**config.mk**
```make
export PLATFORM = sky130hd
export DESIGN_NAME = segdrv_top
export DESIGN_NICKNAME = d
export VERILOG_FILES = /design/src/rtl/segdrv_pkg.sv /design/src/rtl/segdrv_serial_rx.sv /design/src/rtl/segdrv_frame_timer.sv /design/src/rtl/segdrv_drive_mux.sv /design/src/rtl/segdrv_top.sv
export SDC_FILE = /design/constraint.sdc
export NUM_CORES = 1
export LEC_CHECK = 0
export BUFFER_PORTS_ARGS = -buffer_cell sky130_fd_sc_hd__buf_2
export CAP_MARGIN = 20
export CORE_ASPECT_RATIO = 1.25
export CORE_MARGIN = 8
export CORE_UTILIZATION = 40
export DETAILED_ROUTE_END_ITERATION = 6
export HOLD_SLACK_MARGIN = 0.05
export SLEW_MARGIN = 15
export SYNTH_ARGS = -nofsm -noshare
export SYNTH_HDL_FRONTEND = slang
export SYNTH_SLANG_ARGS = --single-unit
```
**constraint.sdc**
```tcl
create_clock -name clk -period 3.75 [get_ports clk]
set_input_delay 0.375 -clock clk [delete_from_list [all_inputs] [get_ports clk]]
set_output_delay 0.375 -clock clk [all_outputs]
set_load 0.02 [all_outputs]
```
**src/rtl/segdrv_pkg.sv**
```systemverilog
package segdrv_pkg;

  typedef enum logic [1:0] {
    LVL_0 = 2'b00,
    LVL_1 = 2'b01,
    LVL_2 = 2'b10,
    LVL_3 = 2'b11
  } lvl_e;

  // common pin: full swing against the segment when active
  function automatic lvl_e com_code(input logic act, input logic neg);
    if (act) return neg ? LVL_0 : LVL_3;
    return neg ? LVL_2 : LVL_1;
  endfunction

  // segment pin: opposite rail to the active common when lit
  function automatic lvl_e seg_code(input logic lit, input logic neg);
    if (lit) return neg ? LVL_3 : LVL_0;
    return neg ? LVL_1 : LVL_2;
  endfunction

endpackage

```
**src/rtl/segdrv_serial_rx.sv**
```systemverilog
module segdrv_serial_rx #(
  parameter int          NBITS = 212,
  parameter int          AW    = 8,
  parameter logic [7:0]  ADDR  = 8'h4B
) (
  input  logic             clk,
  input  logic             rst_n,
  input  logic             ser_ce,
  input  logic             ser_clk,
  input  logic             ser_din,
  output logic [NBITS-1:0] disp,
  output logic             ld
);
  localparam int CW = $clog2(NBITS + 2);

  logic [2:0]       ce_q, ck_q;
  logic [1:0]       di_q;
  logic [AW-1:0]    addr_sr;
  logic [NBITS-1:0] shreg;
  logic [CW-1:0]    bcnt;
  logic             hit;
  logic             ck_rise, ce_rise, ce_fall;

  assign ck_rise = ck_q[1] & ~ck_q[2];
  assign ce_rise = ce_q[1] & ~ce_q[2];
  assign ce_fall = ~ce_q[1] & ce_q[2];
  assign ld      = ce_fall & hit & (bcnt == CW'(NBITS));

  // two-stage synchronizers plus one history stage for edge detection
  always_ff @(posedge clk or negedge rst_n) begin
    if (!rst_n) begin
      ce_q <= '0;
      ck_q <= '0;
      di_q <= '0;
    end else begin
      ce_q <= {ce_q[1:0], ser_ce};
      ck_q <= {ck_q[1:0], ser_clk};
      di_q <= {di_q[0], ser_din};
    end
  end

  always_ff @(posedge clk or negedge rst_n) begin
    if (!rst_n) begin
      addr_sr <= '0;
      shreg   <= '0;
      bcnt    <= '0;
      hit     <= 1'b0;
    end else if (ce_rise) begin
      hit  <= (addr_sr == ADDR[AW-1:0]);
      bcnt <= '0;
    end else if (ce_fall) begin
      hit  <= 1'b0;
    end else if (ck_rise) begin
      if (!ce_q[1]) begin
        addr_sr <= {di_q[1], addr_sr[AW-1:1]};
      end else if (hit) begin
        if (bcnt < CW'(NBITS)) begin
          shreg <= {di_q[1], shreg[NBITS-1:1]};
          bcnt  <= bcnt + 1'b1;
        end else begin
          bcnt  <= CW'(NBITS + 1);
        end
      end
    end
  end

  always_ff @(posedge clk or negedge rst_n) begin
    if (!rst_n)  disp <= '0;
    else if (ld) disp <= shreg;
  end

endmodule

```
**src/rtl/segdrv_frame_timer.sv**
```systemverilog
module segdrv_frame_timer #(
  parameter int NCOM  = 3,
  parameter int PHASE = 128,
  parameter int CIW   = 2,
  parameter int PW    = 7
) (
  input  logic           clk,
  input  logic           rst_n,
  output logic [CIW-1:0] ci,
  output logic [PW-1:0]  pc,
  output logic           pol
);
  localparam int HALF = PHASE / 2;

  always_ff @(posedge clk or negedge rst_n) begin
    if (!rst_n) begin
      ci <= '0;
      pc <= '0;
    end else if (pc == PW'(PHASE - 1)) begin
      pc <= '0;
      ci <= (ci == CIW'(NCOM - 1)) ? '0 : ci + 1'b1;
    end else begin
      pc <= pc + 1'b1;
    end
  end

  assign pol = (pc >= PW'(HALF));

endmodule

```
**src/rtl/segdrv_drive_mux.sv**
```systemverilog
module segdrv_drive_mux
  import segdrv_pkg::*;
#(
  parameter int NSEG  = 68,
  parameter int NCOM  = 3,
  parameter int NPORT = 4,
  parameter int CIW   = 2,
  parameter int NBITS = NSEG * NCOM + 2 * NPORT
) (
  input  logic [NBITS-1:0]    disp,
  input  logic [CIW-1:0]      ci,
  input  logic                pol,
  input  logic                inh_n,
  output logic [2*NCOM-1:0]   com_lvl,
  output logic [2*NSEG-1:0]   seg_lvl
);
  localparam int MODE_BASE  = NSEG * NCOM;
  localparam int LEVEL_BASE = MODE_BASE + NPORT;

  logic [NSEG-1:0] row;

  always_comb begin
    row = '0;
    for (int c = 0; c < NCOM; c++) begin
      if (ci == CIW'(c)) row = disp[c*NSEG +: NSEG];
    end
  end

  for (genvar c = 0; c < NCOM; c++) begin : g_com
    assign com_lvl[2*c +: 2] = inh_n ? com_code(ci == CIW'(c), pol) : LVL_0;
  end

  for (genvar s = 0; s < NSEG; s++) begin : g_seg
    if (s < NPORT) begin : g_port
      logic [1:0] port_code;
      assign port_code = disp[LEVEL_BASE+s] ? LVL_3 : LVL_0;
      assign seg_lvl[2*s +: 2] = !inh_n            ? LVL_0 :
                                 disp[MODE_BASE+s] ? port_code :
                                 seg_code(row[s], pol);
    end else begin : g_plain
      assign seg_lvl[2*s +: 2] = inh_n ? seg_code(row[s], pol) : LVL_0;
    end
  end

endmodule

```
**src/rtl/segdrv_top.sv**
```systemverilog
module segdrv_top #(
  parameter int         NSEG      = 68,
  parameter int         NCOM      = 3,
  parameter int         NPORT     = 4,
  parameter int         FRAME_LEN = 384,
  parameter logic [7:0] ADDR      = 8'h4B
) (
  input  logic                clk,
  input  logic                rst_n,
  input  logic                ser_ce,
  input  logic                ser_clk,
  input  logic                ser_din,
  input  logic                inh_n,
  output logic [2*NCOM-1:0]   com_lvl,
  output logic [2*NSEG-1:0]   seg_lvl
);
  localparam int NBITS = NSEG * NCOM + 2 * NPORT;
  localparam int PHASE = FRAME_LEN / NCOM;
  localparam int PW    = $clog2(PHASE);
  localparam int CIW   = (NCOM > 1) ? $clog2(NCOM) : 1;

  logic [NBITS-1:0] disp;
  logic             ld;
  logic [CIW-1:0]   ci;
  logic [PW-1:0]    pc;
  logic             pol;

  segdrv_serial_rx #(.NBITS(NBITS), .AW(8), .ADDR(ADDR)) u_rx (
    .clk(clk), .rst_n(rst_n), .ser_ce(ser_ce), .ser_clk(ser_clk),
    .ser_din(ser_din), .disp(disp), .ld(ld)
  );

  segdrv_frame_timer #(.NCOM(NCOM), .PHASE(PHASE), .CIW(CIW), .PW(PW)) u_tmr (
    .clk(clk), .rst_n(rst_n), .ci(ci), .pc(pc), .pol(pol)
  );

  segdrv_drive_mux #(.NSEG(NSEG), .NCOM(NCOM), .NPORT(NPORT), .CIW(CIW), .NBITS(NBITS)) u_mux (
    .disp(disp), .ci(ci), .pol(pol), .inh_n(inh_n),
    .com_lvl(com_lvl), .seg_lvl(seg_lvl)
  );

endmodule

```
==> results.toml <==
[pwr]
comb_power_share_pct = 3.1
power.share.clock_pct = 50.6
power.density_mw_per_mm2 = 455
intPower_w = 0.00864
ir_worst_vdd_mv = 0.280
sw_frac_of_total_pct = 20.6
seqPwrFrac_pct = 46.3
p_leak_nw = 12.1
p_switching_w = 0.00225

[final_layout]
finalNonFillerCells = 2207
nets = 1507
num_antenna_cells = 0
drive_gt1_share_pct = 37.2
areaGrowthSynthToFinish_pct = 12.9

[synthesis]
yosys.area.top_type = "dfrtp_1"
synthAdderAreaFrac_pct = 0.413
synth-seq-cells = 458
syn_nets = 1435
synth_cell_type_count = 42
synth_top_family_by_area = "multiplexers"
async_reset_ff_share_pct = 100
ys.warnings.count = 0
ys_seq_area_share_pct = 54.0
synthTopCellsByArea = "dfrtp_1 (54%), mux2_4 (13%), mux2_1 (6.9%), mux2_2 (6.6%), mux2i_1 (3.4%)"
syn_area_sq_mm = 0.0212
synth-xor-area-share_pct = 3.14
synth_compound_area_share_pct = 3.61
syn_avg_cell_area_sq_um = 14.9
ys_top_cells_by_count = "dfrtp_1 (458), mux2_4 (180), mux2_1 (130)"
synth_mux_area_share_pct = 29.6
ys.flop_type = "dfrtp_1"
syn_inst = 1422
synth.most_common_cell = "dfrtp_1"
yosys.area_share.simple_pct = 3.51
synth_top_area_share_pct = 54.0
synth_edf_count = 0

[global_routing]
grt_overflow_total = 0
antenna_found_initial = 0
grt_util_all_layers_pct = 13.4
grt_pass1_vias = 12200
grt_pass1_wl_mm = 67.4
grt_max_degree = 102

[clock_tree]
clock_latency_ps = 570
cts_max_level = 2
root_buffer = "clkbuf_16"
cts_buffers = 49
clkTransAtPathRegs_ps = 60
cts_setup_buffers = 0
cts_resized = 0
cts_tree = "done"
cts_buffer_depth = 3
cts_sinks = 458

[setup_path]
r2r_start = "u_rx.ce_q[1]$_DFF_PN0_"
timing.critical_path.buf_inv = 2
r2r_cells = 6
max_stage_delay_ps = 1000
path_delay_family = "flip-flops"
ff2ff_setup_slack_ps = 1120
end_kind = "output port"
worstReg2RegEnd = "u_rx.disp[170]$_DFFE_PN0P_"
critical_path_class = "register to output port"
start_kind = "register"
path_cells = "buf_12 > mux2i_1 > o2bb2ai_1 > xnor2_1 > and2_1 > buf_2"
critical_path_arrival_ps = 2800
critPathMaxFanout = 42
slowest_stage = "dfrtp_4"
cp_data_required_time_ps = 3380

[status]
outcome = "completed"

[hold_path]
worstHoldEndpoint = "u_rx.di_q[1]$_DFF_PN0_"
hold_path_class = "register to register"
min_from = "u_rx.di_q[0]$_DFF_PN0_"
whs_path_depth = 0

[timing]
finalSetupViolations = 0
relSlewSlack_pct = 33.6
finalCriticalPeriod_ps = 3170
fin_crit_sh_pct = 84.5
fin_worst_skew_ps = 12.5
rsz0062_at_grt = "false"
setup_tns_ps = 0
slew_violations = 0
hold_viol = 0
max_freq_ghz = 0.315
worst_pin_slew_ps = 988

[floorplan]
coreArea_sq_mm = 0.0526
rows = 94
die_x_um = 222
initial_core_util_pct = 40.4
dieArea_sq_mm = 0.0608
die_y_um = 274
io_pins = 148

[drt]
vias = 11000
ant_nets = 0
wl_per_cell_um = 18.2
remaining_drc_errors = 0
routed_wl_mm = 40.1
routed_via_density = 4.99
dr.first_iter.drc_count = 431
first_pass_iters = 4

[placement]
gp_congestion = 0.707
hpwl_mm = 25.1
place_inst = 2111
port_buffers = 147

[flow_run]
maxCapViolCount = 0
per-layer routing:
layer	track usage, %	vias to the layer above	share of wire [%]
li1	-	5081	-
met1	17.3	5675	46
met2	22.6	197	48
met3	3.20	52	4.6
met4	3.40	0	1.9
met5	0	-	0
repair_timing:
action	in CTS	in global routing
endpoints found under the hold margin	97	0
hold buffers	4	0
setup endpoints to repair	0	0
stage by stage:
step | util [%] | setup slack, ps | cell area (sq um) | hold WS (ps) | power, W
3_3_place_gp | 41.9 | 1100 | 22000 | 331 | 0.00547
4_1_cts | 45.6 | 478 | 24000 | 348 | 0.0111
2_1_floorplan | - | 806 | 21200 | 79.4 | 0.00528
5_1_grt | 45.6 | 377 | 24000 | 368 | 0.0113
6_report | 45.6 | 580 | 24000 | 346 | 0.0109
3_5_place_dp | 41.9 | 1110 | 22000 | 335 | 0.00548
power by group through the flow:
| stage | clock (W) | sequential [W] | combinational [W] |
|---|---|---|---|
| final | 0.00551 | 0.00504 | 0.000334 |
| after global routing | 0.00588 | 0.00505 | 0.000382 |
| after CTS | 0.00567 | 0.00504 | 0.000353 |
| after detailed placement | 0 | 0.00513 | 0.000349 |
| after global placement | 0 | 0.00513 | 0.000343 |
| after floorplan | 0 | 0.00512 | 0.000162 |
kinds of logic (layout without fill, tap and decap cells):
logic type | Yosys count | in the layout
AO/OA/AOI/OAI | 91 | 91
XOR/XNOR | 76 | 76
adder cells (fa/ha/maj) | 7 | 7
buffers and inverters | 164 | 277
flip-flops | 458 | 458
multiplexers | 506 | 506
AND/OR/NAND/NOR | 120 | 120
worst register-to-register path: cells and delay by family, from the launching register on:
kind | cells | cell delay (ps)
AND/OR/NAND/NOR | 2 | 860
flip-flops | 1 | 470
multiplexers | 1 | 440
buffers and inverters | 2 | 530
adder cells (fa/ha/maj) | 1 | 220
final cells by class:
| class | instances | area, sq um |
|---|---|---|
| tap | 672 | 841 |
| clock buffer | 64 | 1410 |
| inverter | 8 | 30.0 |
| fill | 4621 | 28600 |
| multi-input combinational | 800 | 8560 |
| sequential | 458 | 11500 |
| clock inverter | 28 | 483 |
| timing repair buffer | 177 | 1170 |
how the worst max path moves through the flow:
| stage | startpoint | endpoint | slack [ps] | cells past startpoint |
|---|---|---|---|---|
| 5_1_grt | u_tmr.ci[0]$_DFFE_PN0N_ | seg_lvl[49] | 380 | 6 |
| 3_3_place_gp | u_tmr.ci[0]$_DFFE_PN0N_ | seg_lvl[67] | 1100 | 6 |
| 2_1_floorplan | u_tmr.pc[6]$_DFF_PN0_ | seg_lvl[100] | 810 | 4 |
| 3_5_place_dp | u_rx.ce_q[1]$_DFF_PN0_ | u_rx.disp[20]$_DFFE_PN0P_ | 1110 | 6 |
| 4_1_cts | u_tmr.ci[0]$_DFFE_PN0N_ | seg_lvl[49] | 480 | 6 |
| 6_report | u_tmr.ci[0]$_DFFE_PN0N_ | seg_lvl[67] | 580 | 6 |
state kept, by name, summed over array words and instances, names as in the netlist:
register / count
u_rx.disp: 212
u_rx.shreg: 212
u_rx.addr_sr: 8
u_rx.bcnt: 8
u_tmr.pc: 7
u_rx.ce_q: 3
u_rx.ck_q: 3
u_rx.di_q: 2
u_tmr.ci: 2
u_rx.hit: 1
placed cells by master, fill, tap and decap left out, types with 15 or more instances in the layout:
cell       netlist  final
mux2_1         130    130
o2bb2ai_1       66     66
and2_1          69     69
buf_12           8     15
mux2_2         124    124
dfrtp_1        458    455
buf_2           21    146
mux2_4         180    180
clkbuf_16        0     51
mux2i_1         72     72
xnor2_1         67     67
No activity file was read; power rests on OpenSTA's default activity.
